<file path="src/rtl/sdcg_pkg.sv">
package sdcg_pkg;
  typedef enum logic [3:0] {
    CMD_DESEL = 4'd0,
    CMD_NOP   = 4'd1,
    CMD_ACT   = 4'd2,
    CMD_RD    = 4'd3,
    CMD_WR    = 4'd4,
    CMD_PRE   = 4'd5,
    CMD_BST   = 4'd6,
    CMD_REF   = 4'd7,
    CMD_SREF  = 4'd8,
    CMD_MRS   = 4'd9
  } cmd_e;

  typedef enum logic [2:0] {
    ERR_NONE       = 3'd0,
    ERR_NOT_IDLE   = 3'd1,
    ERR_LOCKED     = 3'd2,
    ERR_AP_BUSY    = 3'd3,
    ERR_ROW_CLOSED = 3'd4,
    ERR_ROW_OPEN   = 3'd5,
    ERR_RECOVERY   = 3'd6
  } err_e;
endpackage

</file>
<file path="src/rtl/sdcg_decode.sv">
module sdcg_decode
  import sdcg_pkg::*;
(
  input  logic cke_prev,
  input  logic cke,
  input  logic cs_n,
  input  logic ras_n,
  input  logic cas_n,
  input  logic we_n,
  output cmd_e cmd
);
  always_comb begin
    cmd = CMD_NOP;
    if (!cke_prev) begin
      cmd = CMD_NOP;                       // bus asleep last edge
    end else if (!cke) begin
      cmd = (!cs_n && {ras_n, cas_n, we_n} == 3'b001) ? CMD_SREF : CMD_NOP;
    end else if (cs_n) begin
      cmd = CMD_DESEL;
    end else begin
      case ({ras_n, cas_n, we_n})
        3'b000:  cmd = CMD_MRS;
        3'b001:  cmd = CMD_REF;
        3'b010:  cmd = CMD_PRE;
        3'b011:  cmd = CMD_ACT;
        3'b100:  cmd = CMD_WR;
        3'b101:  cmd = CMD_RD;
        3'b110:  cmd = CMD_BST;
        default: cmd = CMD_NOP;
      endcase
    end
  end
endmodule

</file>
<file path="src/rtl/sdcg_bank.sv">
module sdcg_bank #(
  parameter int T_RP = 3,
  parameter int RW   = 2
) (
  input  logic clk,
  input  logic rst_n,
  input  logic act_req,
  input  logic pre_req,
  input  logic ap_done,
  output logic is_open,
  output logic recovering
);
  logic [RW-1:0] rec_cnt;

  always_ff @(posedge clk or negedge rst_n) begin
    if (!rst_n) begin
      is_open <= 1'b0;
      rec_cnt <= '0;
    end else begin
      if (act_req)                is_open <= 1'b1;
      else if (pre_req || ap_done) is_open <= 1'b0;

      if (ap_done)              rec_cnt <= RW'(T_RP);
      else if (rec_cnt != '0)   rec_cnt <= rec_cnt - 1'b1;
    end
  end

  assign recovering = (rec_cnt != '0);
endmodule

</file>
<file path="src/rtl/sdcg_rules.sv">
module sdcg_rules
  import sdcg_pkg::*;
#(
  parameter int BANK_BITS = 2,
  localparam int NB = 1 << BANK_BITS
) (
  input  cmd_e                 cmd,
  input  logic [BANK_BITS-1:0] bank,
  input  logic                 locked,
  input  logic                 ap_busy,
  input  logic [NB-1:0]        row_open,
  input  logic [NB-1:0]        recov,
  output err_e                 err
);
  always_comb begin
    err = ERR_NONE;
    if (locked && cmd != CMD_NOP && cmd != CMD_DESEL) begin
      err = ERR_LOCKED;
    end else begin
      case (cmd)
        CMD_MRS, CMD_REF, CMD_SREF:
          if ((|row_open) || (|recov)) err = ERR_NOT_IDLE;
        CMD_ACT:
          if (row_open[bank])    err = ERR_ROW_OPEN;
          else if (recov[bank])  err = ERR_RECOVERY;
        CMD_RD, CMD_WR:
          if (ap_busy)              err = ERR_AP_BUSY;
          else if (!row_open[bank]) err = ERR_ROW_CLOSED;
        default: err = ERR_NONE;
      endcase
    end
  end
endmodule

</file>
<file path="src/rtl/sdram_cmd_guard.sv">
module sdram_cmd_guard
  import sdcg_pkg::*;
#(
  parameter int BANK_BITS = 2,
  parameter int BURST_LEN = 4,
  parameter int T_RP      = 3,
  parameter int MRS_GAP   = 2,
  localparam int NB = 1 << BANK_BITS
) (
  input  logic                 clk,
  input  logic                 rst_n,
  input  logic                 cke,
  input  logic                 cs_n,
  input  logic                 ras_n,
  input  logic                 cas_n,
  input  logic                 we_n,
  input  logic [BANK_BITS-1:0] ba,
  input  logic                 a10,
  output logic [3:0]           cmd_o,
  output logic [BANK_BITS-1:0] bank_o,
  output logic [NB-1:0]        bank_open_o,
  output logic                 ap_busy_o,
  output logic                 viol_o,
  output logic [2:0]           viol_code_o
);
  localparam int BURST_CYC = (BURST_LEN / 2 < 1) ? 1 : BURST_LEN / 2;
  localparam int BW = $clog2(BURST_CYC + 1);
  localparam int LW = $clog2(MRS_GAP + 1);
  localparam int RW = $clog2(T_RP + 1);

  logic                 cke_q;
  cmd_e                 cmd;
  err_e                 err;
  logic                 legal;
  logic [BANK_BITS-1:0] bank_sel;
  logic [LW-1:0]        lock_cnt;
  logic [BW-1:0]        burst_cnt;
  logic [BANK_BITS-1:0] burst_bank;
  logic                 burst_end;
  logic [NB-1:0]        row_open, recov, act_req, pre_req, ap_done;

  // Bank index is the bank-address field read back to front.
  always_comb begin
    for (int i = 0; i < BANK_BITS; i++) bank_sel[i] = ba[BANK_BITS-1-i];
  end

  sdcg_decode u_dec (
    .cke_prev(cke_q), .cke(cke), .cs_n(cs_n), .ras_n(ras_n),
    .cas_n(cas_n), .we_n(we_n), .cmd(cmd)
  );

  sdcg_rules #(.BANK_BITS(BANK_BITS)) u_rules (
    .cmd(cmd), .bank(bank_sel), .locked(lock_cnt != '0),
    .ap_busy(burst_cnt != '0), .row_open(row_open), .recov(recov), .err(err)
  );

  assign legal     = (err == ERR_NONE);
  assign burst_end = (burst_cnt != '0) &&
                     ((burst_cnt == BW'(1)) || (legal && cmd == CMD_BST));

  always_comb begin
    act_req = '0;
    pre_req = '0;
    ap_done = '0;
    if (legal && cmd == CMD_ACT) act_req[bank_sel] = 1'b1;
    if (legal && cmd == CMD_PRE) pre_req = a10 ? '1 : (NB'(1) << bank_sel);
    if (burst_end) ap_done[burst_bank] = 1'b1;
  end

  for (genvar b = 0; b < NB; b++) begin : g_bank
    sdcg_bank #(.T_RP(T_RP), .RW(RW)) u_bank (
      .clk(clk), .rst_n(rst_n), .act_req(act_req[b]), .pre_req(pre_req[b]),
      .ap_done(ap_done[b]), .is_open(row_open[b]), .recovering(recov[b])
    );
  end

  always_ff @(posedge clk or negedge rst_n) begin
    if (!rst_n) begin
      cke_q       <= 1'b1;
      lock_cnt    <= '0;
      burst_cnt   <= '0;
      burst_bank  <= '0;
      cmd_o       <= CMD_DESEL;
      bank_o      <= '0;
      viol_o      <= 1'b0;
      viol_code_o <= ERR_NONE;
    end else begin
      cke_q <= cke;

      if (legal && cmd == CMD_MRS) lock_cnt <= LW'(MRS_GAP);
      else if (lock_cnt != '0)     lock_cnt <= lock_cnt - 1'b1;

      if (legal && a10 && (cmd == CMD_RD || cmd == CMD_WR)) begin
        burst_cnt  <= BW'(BURST_CYC);
        burst_bank <= bank_sel;
      end else if (burst_end) begin
        burst_cnt <= '0;
      end else if (burst_cnt != '0) begin
        burst_cnt <= burst_cnt - 1'b1;
      end

      cmd_o       <= cmd;
      bank_o      <= bank_sel;
      viol_o      <= !legal;
      viol_code_o <= err;
    end
  end

  assign bank_open_o = row_open;
  assign ap_busy_o   = (burst_cnt != '0);
endmodule

</file>
<file path="config.mk">
export PLATFORM = sky130hd
export DESIGN_NAME = sdram_cmd_guard
export DESIGN_NICKNAME = d
export VERILOG_FILES = /design/src/rtl/sdcg_pkg.sv /design/src/rtl/sdcg_decode.sv /design/src/rtl/sdcg_bank.sv /design/src/rtl/sdcg_rules.sv /design/src/rtl/sdram_cmd_guard.sv
export SDC_FILE = /design/constraint.sdc
export NUM_CORES = 1
export LEC_CHECK = 0
export BUFFER_PORTS_ARGS = -buffer_cell sky130_fd_sc_hd__buf_4
export CORE_MARGIN = 4
export CORE_UTILIZATION = 25
export DETAILED_ROUTE_END_ITERATION = 12
export GPL_TIMING_DRIVEN = 0
export SYNTH_ARGS = -nofsm -noshare
export SYNTH_HDL_FRONTEND = slang
export SYNTH_HIERARCHICAL = 1
export SYNTH_SLANG_ARGS = --single-unit
</file>
<file path="constraint.sdc">
create_clock -name clk -period 4.9 [get_ports clk]
set_input_delay 0.98 -clock clk [delete_from_list [all_inputs] [get_ports clk]]
set_output_delay 0.98 -clock clk [all_outputs]
set_load 0.02 [all_outputs]
</file>
==> results of run 1 <==
registers in the layout (all words and copies together) (netlist names):
register,count
burst_cnt,2
g_bank.u_bank/rec_cnt,8
cke_q,1
burst_bank,2
viol_code_o,3
viol_o,1
g_bank.u_bank/is_open,4
lock_cnt,2
cmd_o,4
bank_o,2
worst max-delay path, delay by kind of cell:
family                    cells  cell delay (ps)
buffers and inverters         1              120
AOI/OAI and AO/OA             1              190
and+or+nand+nor               9             2800
xor gates and xnor gates      1               80
power groups by stage:
stage | Combinational [mW] | Clock [mW] | Sequential [mW]
after detailed placement | 0.387 | 0 | 0.359
after global placement | 0.374 | 0 | 0.357
final | 0.383 | 0.214 | 0.357
after floorplan | 0.281 | 0 | 0.362
after global routing | 0.445 | 0.234 | 0.365
after CTS | 0.389 | 0.224 | 0.357
metal layers:
metal	vias to the layer above	wire, um
met5	-	0
met4	0	61
li1	639	-
met3	8	200
met1	607	1700
met2	23	1550
layout make-up:
class / count / share of cell area, %
Timing Repair Buffer: 24 / 8.87
Sequential cell: 29 / 35.8
Clock buffer: 7 / 4.74
Clock inverter: 1 / 0.246
Tap cell: 77 / 4.74
Inverter: 22 / 4.06
Multi-Input combinational cell: 112 / 41.6
final timing paths:
path,startpoint,endpoint
hold reg to reg,lock_cnt[1],lock_cnt[1]
setup reg to reg,cke_q,g_bank[1].u_bank/is_open
setup / recovery,ras_n,g_bank[1].u_bank/is_open
min in group asynchronous,rst_n,cmd_o[0]
max in group asynchronous,rst_n,cke_q
hold / removal,lock_cnt[1],lock_cnt[1]
synth_stat cells, types with 5 or more instances:
master	n
sky130_fd_sc_hd__nor3_1	6
sky130_fd_sc_hd__nor2_1	7
sky130_fd_sc_hd__ha_1	6
sky130_fd_sc_hd__a21oi_1	6
sky130_fd_sc_hd__nand2_1	6
sky130_fd_sc_hd__dfrtp_1	28
sky130_fd_sc_hd__inv_1	22
sky130_fd_sc_hd__nor3b_1	8
sky130_fd_sc_hd__xor2_1	5
sky130_fd_sc_hd__nand2b_1	12
stage by stage:
step           instances  power [mW]
2_1_floorplan        163       0.643
3_3_place_gp         264       0.730
3_5_place_dp         264       0.746
4_1_cts              272       0.969
5_1_grt              272        1.04
6_report             272       0.954
logic make-up (layout without fill, tap and decap cells):
logic type	count (synthesis)	in the layout	synth area share [%]
flops	29	29	43.9
mux	4	4	4.08
xor+xnor	8	8	4.24
compound gates	27	27	11.8
simple gates	67	67	26.4
fa+ha+maj	6	6	4.54
buf+inv	22	54	4.99
==> impl_metrics.py, run 1 <==
metrics = {
    "sta": {
        "final_hold_viol_count": 0,
        "tightestPinTransition_ps": 800,
        "finalWorstPathRequiredPeriod_ps": 4010,
        "clock.fmax_mhz": 249,
        "slew_headroom_pct": 46.5,
        "worst_slack_ps": 890,
        "final.hold.worst_slack_ps": 521,
        "final.setup_skew_ps": 4.13,
        "final_max_slew_viol_count": 0,
        "setup_violation_total_in_the_final_timing_report": 0,
        "finalSetupTns_ps": 0,
        "rsz0062_at_grt": "no",
        "timing.final.crit_share_pct": 81.8,
    },
    "floorplanning": {
        "die_height_um": 89.3,
        "top_level_ports": 25,
        "fp.coreArea_um2": 6390,
        "initial_utilization_pct": 25.9,
        "floorplan.die_area_um2": 7980,
        "std_cell_rows": 29,
        "fp.dieW_um": 89.3,
    },
    "pwr": {
        "power.share.sequential_pct": 37.4,
        "power_density_nw_per_um2": 469,
        "peakVddDrop_mv": 0.143,
        "power_switching_mw": 0.327,
        "internal_power_component_mw": 0.627,
        "p_clk_share_pct": 22.4,
        "power_leakage_nw": 0.968,
        "combPwrFrac_pct": 40.2,
        "switching_share_pct": 34.3,
    },
    "clock_network": {
        "cts_tree": "done",
        "cts_buffers": 5,
        "hold_buffers": 0,
        "tritoncts_num_sinks": 29,
        "cts_setup_buffers": 0,
        "clock_path_buffers": 2,
        "cts.repair.resized": 0,
        "htree_num_levels": 2,
        "insertion_delay_ps": 280,
        "cts-root-buf": "sky130_fd_sc_hd__clkbuf_8",
        "worst_setup_hold_path_clk_slew_ps": 60,
    },
    "cells_and_area": {
        "flow.area_growth_from_synthesis_pct": 22.8,
        "final_layout_size_suffix_gt1_share_pct": 22.1,
        "fillerInstances": 678,
        "most_frequent_cells_in_the_layout": "sky130_fd_sc_hd__dfrtp_1, sky130_fd_sc_hd__buf_4, sky130_fd_sc_hd__inv_1",
        "register_area_um2": 727,
        "nets": 210,
        "area_of_combinational_cells_with_multiple_inputs_um2": 845,
        "mostFrequentLayoutCell": "sky130_fd_sc_hd__dfrtp_1",
        "final_core_utilization_pct": 31.8,
        "postLayoutCellArea_um2": 2030,
        "num_antenna_cells": 0,
    },
    "critical_path": {
        "critical-path-max-stage-delay_ps": 610,
        "end_kind": "flop",
        "worst_ep_required_time_ps": 5070,
        "cp.arrival_ps": 4180,
        "crit_chain": "buf_4, nor2_1, xnor2_1, nor2_1, nor4b_1, and3b_1, or3b_1, or4_4, a2bb2oi_1, nor3b_1, nor3b_1, or2_1",
        "class_of_the_most_critical_setup_path": "input pin to flop",
        "worst-path-max-fanout": 15,
        "slowest_stage": "sky130_fd_sc_hd__nor2_1",
        "worstSetupStartpointType": "input pin",
        "reg2reg_slack_ps": 1290,
        "timing.reg2reg.worst_path_depth": 10,
    },
    "logic_synthesis": {
        "synth_edf_count": 0,
        "syn_inst": 163,
        "yosys_warnings": 6,
        "syn_area_um2": 1650,
        "synth_largest_area_cell": "sky130_fd_sc_hd__dfrtp_1",
        "async_flop_share_pct": 100,
        "ys_dominant_reg_cell": "sky130_fd_sc_hd__dfrtp_1",
        "synth_seq_cells": 29,
        "synth.distinct_cells": 46,
        "syn_nets": 179,
        "sequential_to_total_area_share_from_yosys_stat_pct": 43.9,
        "synth.avg_cell_area_um2": 10.1,
        "post_synth_main_area_contributors": "sky130_fd_sc_hd__dfrtp_1, sky130_fd_sc_hd__inv_1, sky130_fd_sc_hd__ha_1",
        "synthDominantCellAreaShare_pct": 42.4,
    },
    "drt": {
        "routed-via-count": 1277,
        "detail_route.drc_violations": 0,
        "drtPass1Iterations": 4,
        "routed_via_density": 4.69,
        "wirelength_mm": 3.51,
        "drtIter0Drc": 76,
        "drtAntennaViolNets": 0,
        "route.detailed.wl_per_inst_um": 12.9,
    },
    "grt": {
        "grt_use_met1_pct": 12.9,
        "met2_usage_pct": 14.6,
        "via_count_of_the_first_global_routing_pass": 1271,
        "wire_length_of_the_first_global_routing_pass_mm": 5.87,
        "global_route_total_overflow": 0,
        "gr-max-usage-layer": "met2",
        "groute.layer.met3.usage_pct": 3.41,
        "grt_antenna_before_repair": 0,
        "grt.total_usage_pct": 9.79,
        "maximum_number_of_pins_on_one_net_before_global_route_repair": 30,
    },
    "placement": {
        "dp_worst_setup_slack_ps": 624,
        "detailed_place.area_um2": 1930,
        "gp_routability_congestion": 0.761,
        "dpl.hpwl_mm": 2.59,
        "io_buffers": 24,
    },
    "run_status": {
        "result_of_the_run": "complete, no violations",
    },
    "run": {
        "cap_violations": 0,
    },
    "min_path": {
        "hold_path_depth": 2,
        "worst_hold_path_type": "flop to flop",
    },
}
Power figures use the tool's default switching activity.
==> inputs of run 2 (changes only) <==
- clock period: 4.9 -> 3.6 ns (I/O delays scaled with it)
==> run 2 against run 1 <==
  * Sequential power increased by 36%
  * Setup slack got worse by 700 ps
  * Largest power group unchanged
  * Utilization increased by 0.49 points
  * Combinational power increased by 38%
  * Hold slack got worse by 160 ps
  * Clock power increased by 36%
  * Clock skew about the same
  * First-iteration DRC count increased by 29%
  * Register-to-register slack got worse by 1000 ps
  * Sequential share of layout area decreased by 0.54 points
  * Routed wire length increased by 0.60%
  * Flip-flop and latch count unchanged
==> impl_metrics.py, run 2 (synthesis results as in run 1) <==
metrics = {
    "critical_path": {
        "worstSetupStartpointType": "input pin",
        "family_with_the_most_delay_on_the_worst_path": "simple AND/OR/NAND/NOR gates",
        "timing.critical_path.buf_inv": 2,
        "worst_ep_required_time_ps": 3770,
        "crit_chain": "buf_4, inv_1, a21oi_1, o22a_1, nor4b_1, and3b_1, or3b_1, or4_4, a2bb2oi_1, nor3_1, nor3b_1, or2_1",
        "critical-path-max-stage-delay_ps": 530,
        "cp.arrival_ps": 3580,
        "slowest_stage": "sky130_fd_sc_hd__or4_4",
        "end_kind": "flop",
        "class_of_the_most_critical_setup_path": "input pin to flop",
        "worst-path-max-fanout": 12,
    },
    "cells_and_area": {
        "max_flop_register": "g_bank.u_bank/rec_cnt",
        "num_antenna_cells": 0,
        "most_frequent_cells_in_the_layout": "sky130_fd_sc_hd__dfrtp_1, sky130_fd_sc_hd__buf_4, sky130_fd_sc_hd__inv_1",
        "reg_top3": "g_bank.u_bank/rec_cnt: 8 flops, cmd_o: 4 flops, g_bank.u_bank/is_open: 4 flops",
        "final_layout_size_suffix_gt1_share_pct": 25.1,
        "nets": 210,
        "mostFrequentLayoutCell": "sky130_fd_sc_hd__dfrtp_1",
        "flow.area_growth_from_synthesis_pct": 24.7,
        "largest_register_ffs": 8,
    },
    "clock_network": {
        "worst_setup_hold_path_clk_slew_ps": 60,
        "cts_buffers": 5,
        "clock_path_buffers": 2,
        "cts-root-buf": "sky130_fd_sc_hd__clkbuf_8",
        "htree_num_levels": 2,
        "hold_buffers": 0,
        "insertion_delay_ps": 280,
        "tritoncts_num_sinks": 29,
        "cts_tree": "done",
        "cts_setup_buffers": 0,
    },
    "placement": {
        "dp_worst_setup_slack_ps": -416,
        "gp_routability_congestion": 0.761,
        "dpl.hpwl_mm": 2.59,
        "io_buffers": 24,
    },
    "grt": {
        "grt.total_usage_pct": 9.79,
        "grt_antenna_before_repair": 0,
        "maximum_number_of_pins_on_one_net_before_global_route_repair": 30,
        "wire_length_of_the_first_global_routing_pass_mm": 5.87,
        "global_route_total_overflow": 0,
        "via_count_of_the_first_global_routing_pass": 1269,
    },
    "drt": {
        "drtIter0Drc": 98,
        "route.detailed.wl_per_inst_um": 13.0,
        "routed_via_density": 4.69,
        "detail_route.drc_violations": 0,
        "drtAntennaViolNets": 0,
        "routed-via-count": 1277,
        "drtPass1Iterations": 4,
        "wirelength_mm": 3.53,
    },
    "floorplanning": {
        "initial_utilization_pct": 25.9,
        "std_cell_rows": 29,
        "top_level_ports": 25,
        "fp.dieW_um": 89.3,
        "fp.coreArea_um2": 6390,
        "floorplan.die_area_um2": 7980,
        "die_height_um": 89.3,
    },
    "sta": {
        "final_max_slew_viol_count": 0,
        "clock.fmax_mhz": 293,
        "tightestPinTransition_ps": 439,
        "setup_violation_total_in_the_final_timing_report": 0,
        "worst_slack_ps": 192,
        "finalWorstPathRequiredPeriod_ps": 3410,
        "rsz0062_at_grt": "no",
        "slew_headroom_pct": 70.5,
        "final.hold.worst_slack_ps": 360,
        "final_hold_viol_count": 0,
        "timing.final.crit_share_pct": 94.7,
        "final.setup_skew_ps": 3.68,
    },
    "pwr": {
        "p_clk_share_pct": 22.3,
        "switching_share_pct": 34.6,
        "power_density_nw_per_um2": 634,
        "combPwrFrac_pct": 40.5,
        "power_leakage_nw": 0.971,
        "internal_power_component_mw": 0.856,
        "power_switching_mw": 0.452,
        "power.share.sequential_pct": 37.2,
        "peakVddDrop_mv": 0.195,
    },
    "min_path": {
        "worst_hold_path_type": "input pin to async pin",
    },
    "run_status": {
        "result_of_the_run": "complete, no violations",
    },
    "run": {
        "cap_violations": 0,
    },
}
[run 2: changes by cell type in the layout (fill, tap and decap cells not counted)]
cell and delta:
sky130_fd_sc_hd__nor2_1 -2, sky130_fd_sc_hd__nor2_4 +2, sky130_fd_sc_hd__nor3b_1 -2, sky130_fd_sc_hd__nor3b_2 +2, sky130_fd_sc_hd__a211oi_1 -1, sky130_fd_sc_hd__a211oi_2 +1
sky130_fd_sc_hd__and4b_1 -1, sky130_fd_sc_hd__and4b_2 +1
[run 2: final timing paths]
path	depth (start not counted)	from	slack [ps]	to
max in group asynchronous	1	rst_n	2930	cke_q
max	12	we_n	190	g_bank[0].u_bank/is_open
min	1	rst_n	360	cmd_o[0]
max reg2reg	11	g_bank[1].u_bank/rec_cnt[0]	280	g_bank[0].u_bank/is_open
min in group clk	2	lock_cnt[1]	520	lock_cnt[1]
min reg2reg	2	lock_cnt[1]	520	lock_cnt[1]
[run 2: layout make-up]
class                   count  area [um^2]
fillers                   674         4320
multi-input cells         112          876
flip-flops and latches     29          727
repair buffers             24          180
clock buffers               7         96.3
well taps                  77         96.3
inverters                  22         82.6
clock inverters             1         5.00
[run 2: metal layers]
metal / vias to the layer above / wire length [um] / global-route usage, %
met5: - / 0 / 0
met4: 0 / 61 / 4.06
met3: 8 / 208 / 3.41
met2: 25 / 1580 / 14.6
met1: 603 / 1690 / 12.9
li1: 641 / - / -
[run 2: per-stage QoR]
stage | total power, mW | std cells | cell area, um^2 | setup TNS (ps) | utilization [%]
2_1_floorplan | 0.875 | 163 | 1650 | 0 | -
3_3_place_gp | 0.994 | 264 | 1930 | -3570 | 30.2
3_5_place_dp | 1.02 | 264 | 1930 | -4090 | 30.2
4_1_cts | 1.32 | 272 | 2040 | 0 | 31.9
5_1_grt | 1.43 | 272 | 2060 | 0 | 32.3
6_report | 1.31 | 272 | 2060 | 0 | 32.3
[run 2: repair_timing]
action                     CTS  global route
gates cloned                 0             0
gates resized for setup      2             6
setup endpoints to repair    5            10
[run 2: power by group through the flow]
stage | sequential, mW | combinational (mW) | clock (mW)
floorplan | 0.493 | 0.382 | 0
global placement | 0.486 | 0.509 | 0
detailed placement | 0.489 | 0.527 | 0
CTS | 0.485 | 0.530 | 0.304
global route | 0.499 | 0.614 | 0.319
finish | 0.487 | 0.530 | 0.292
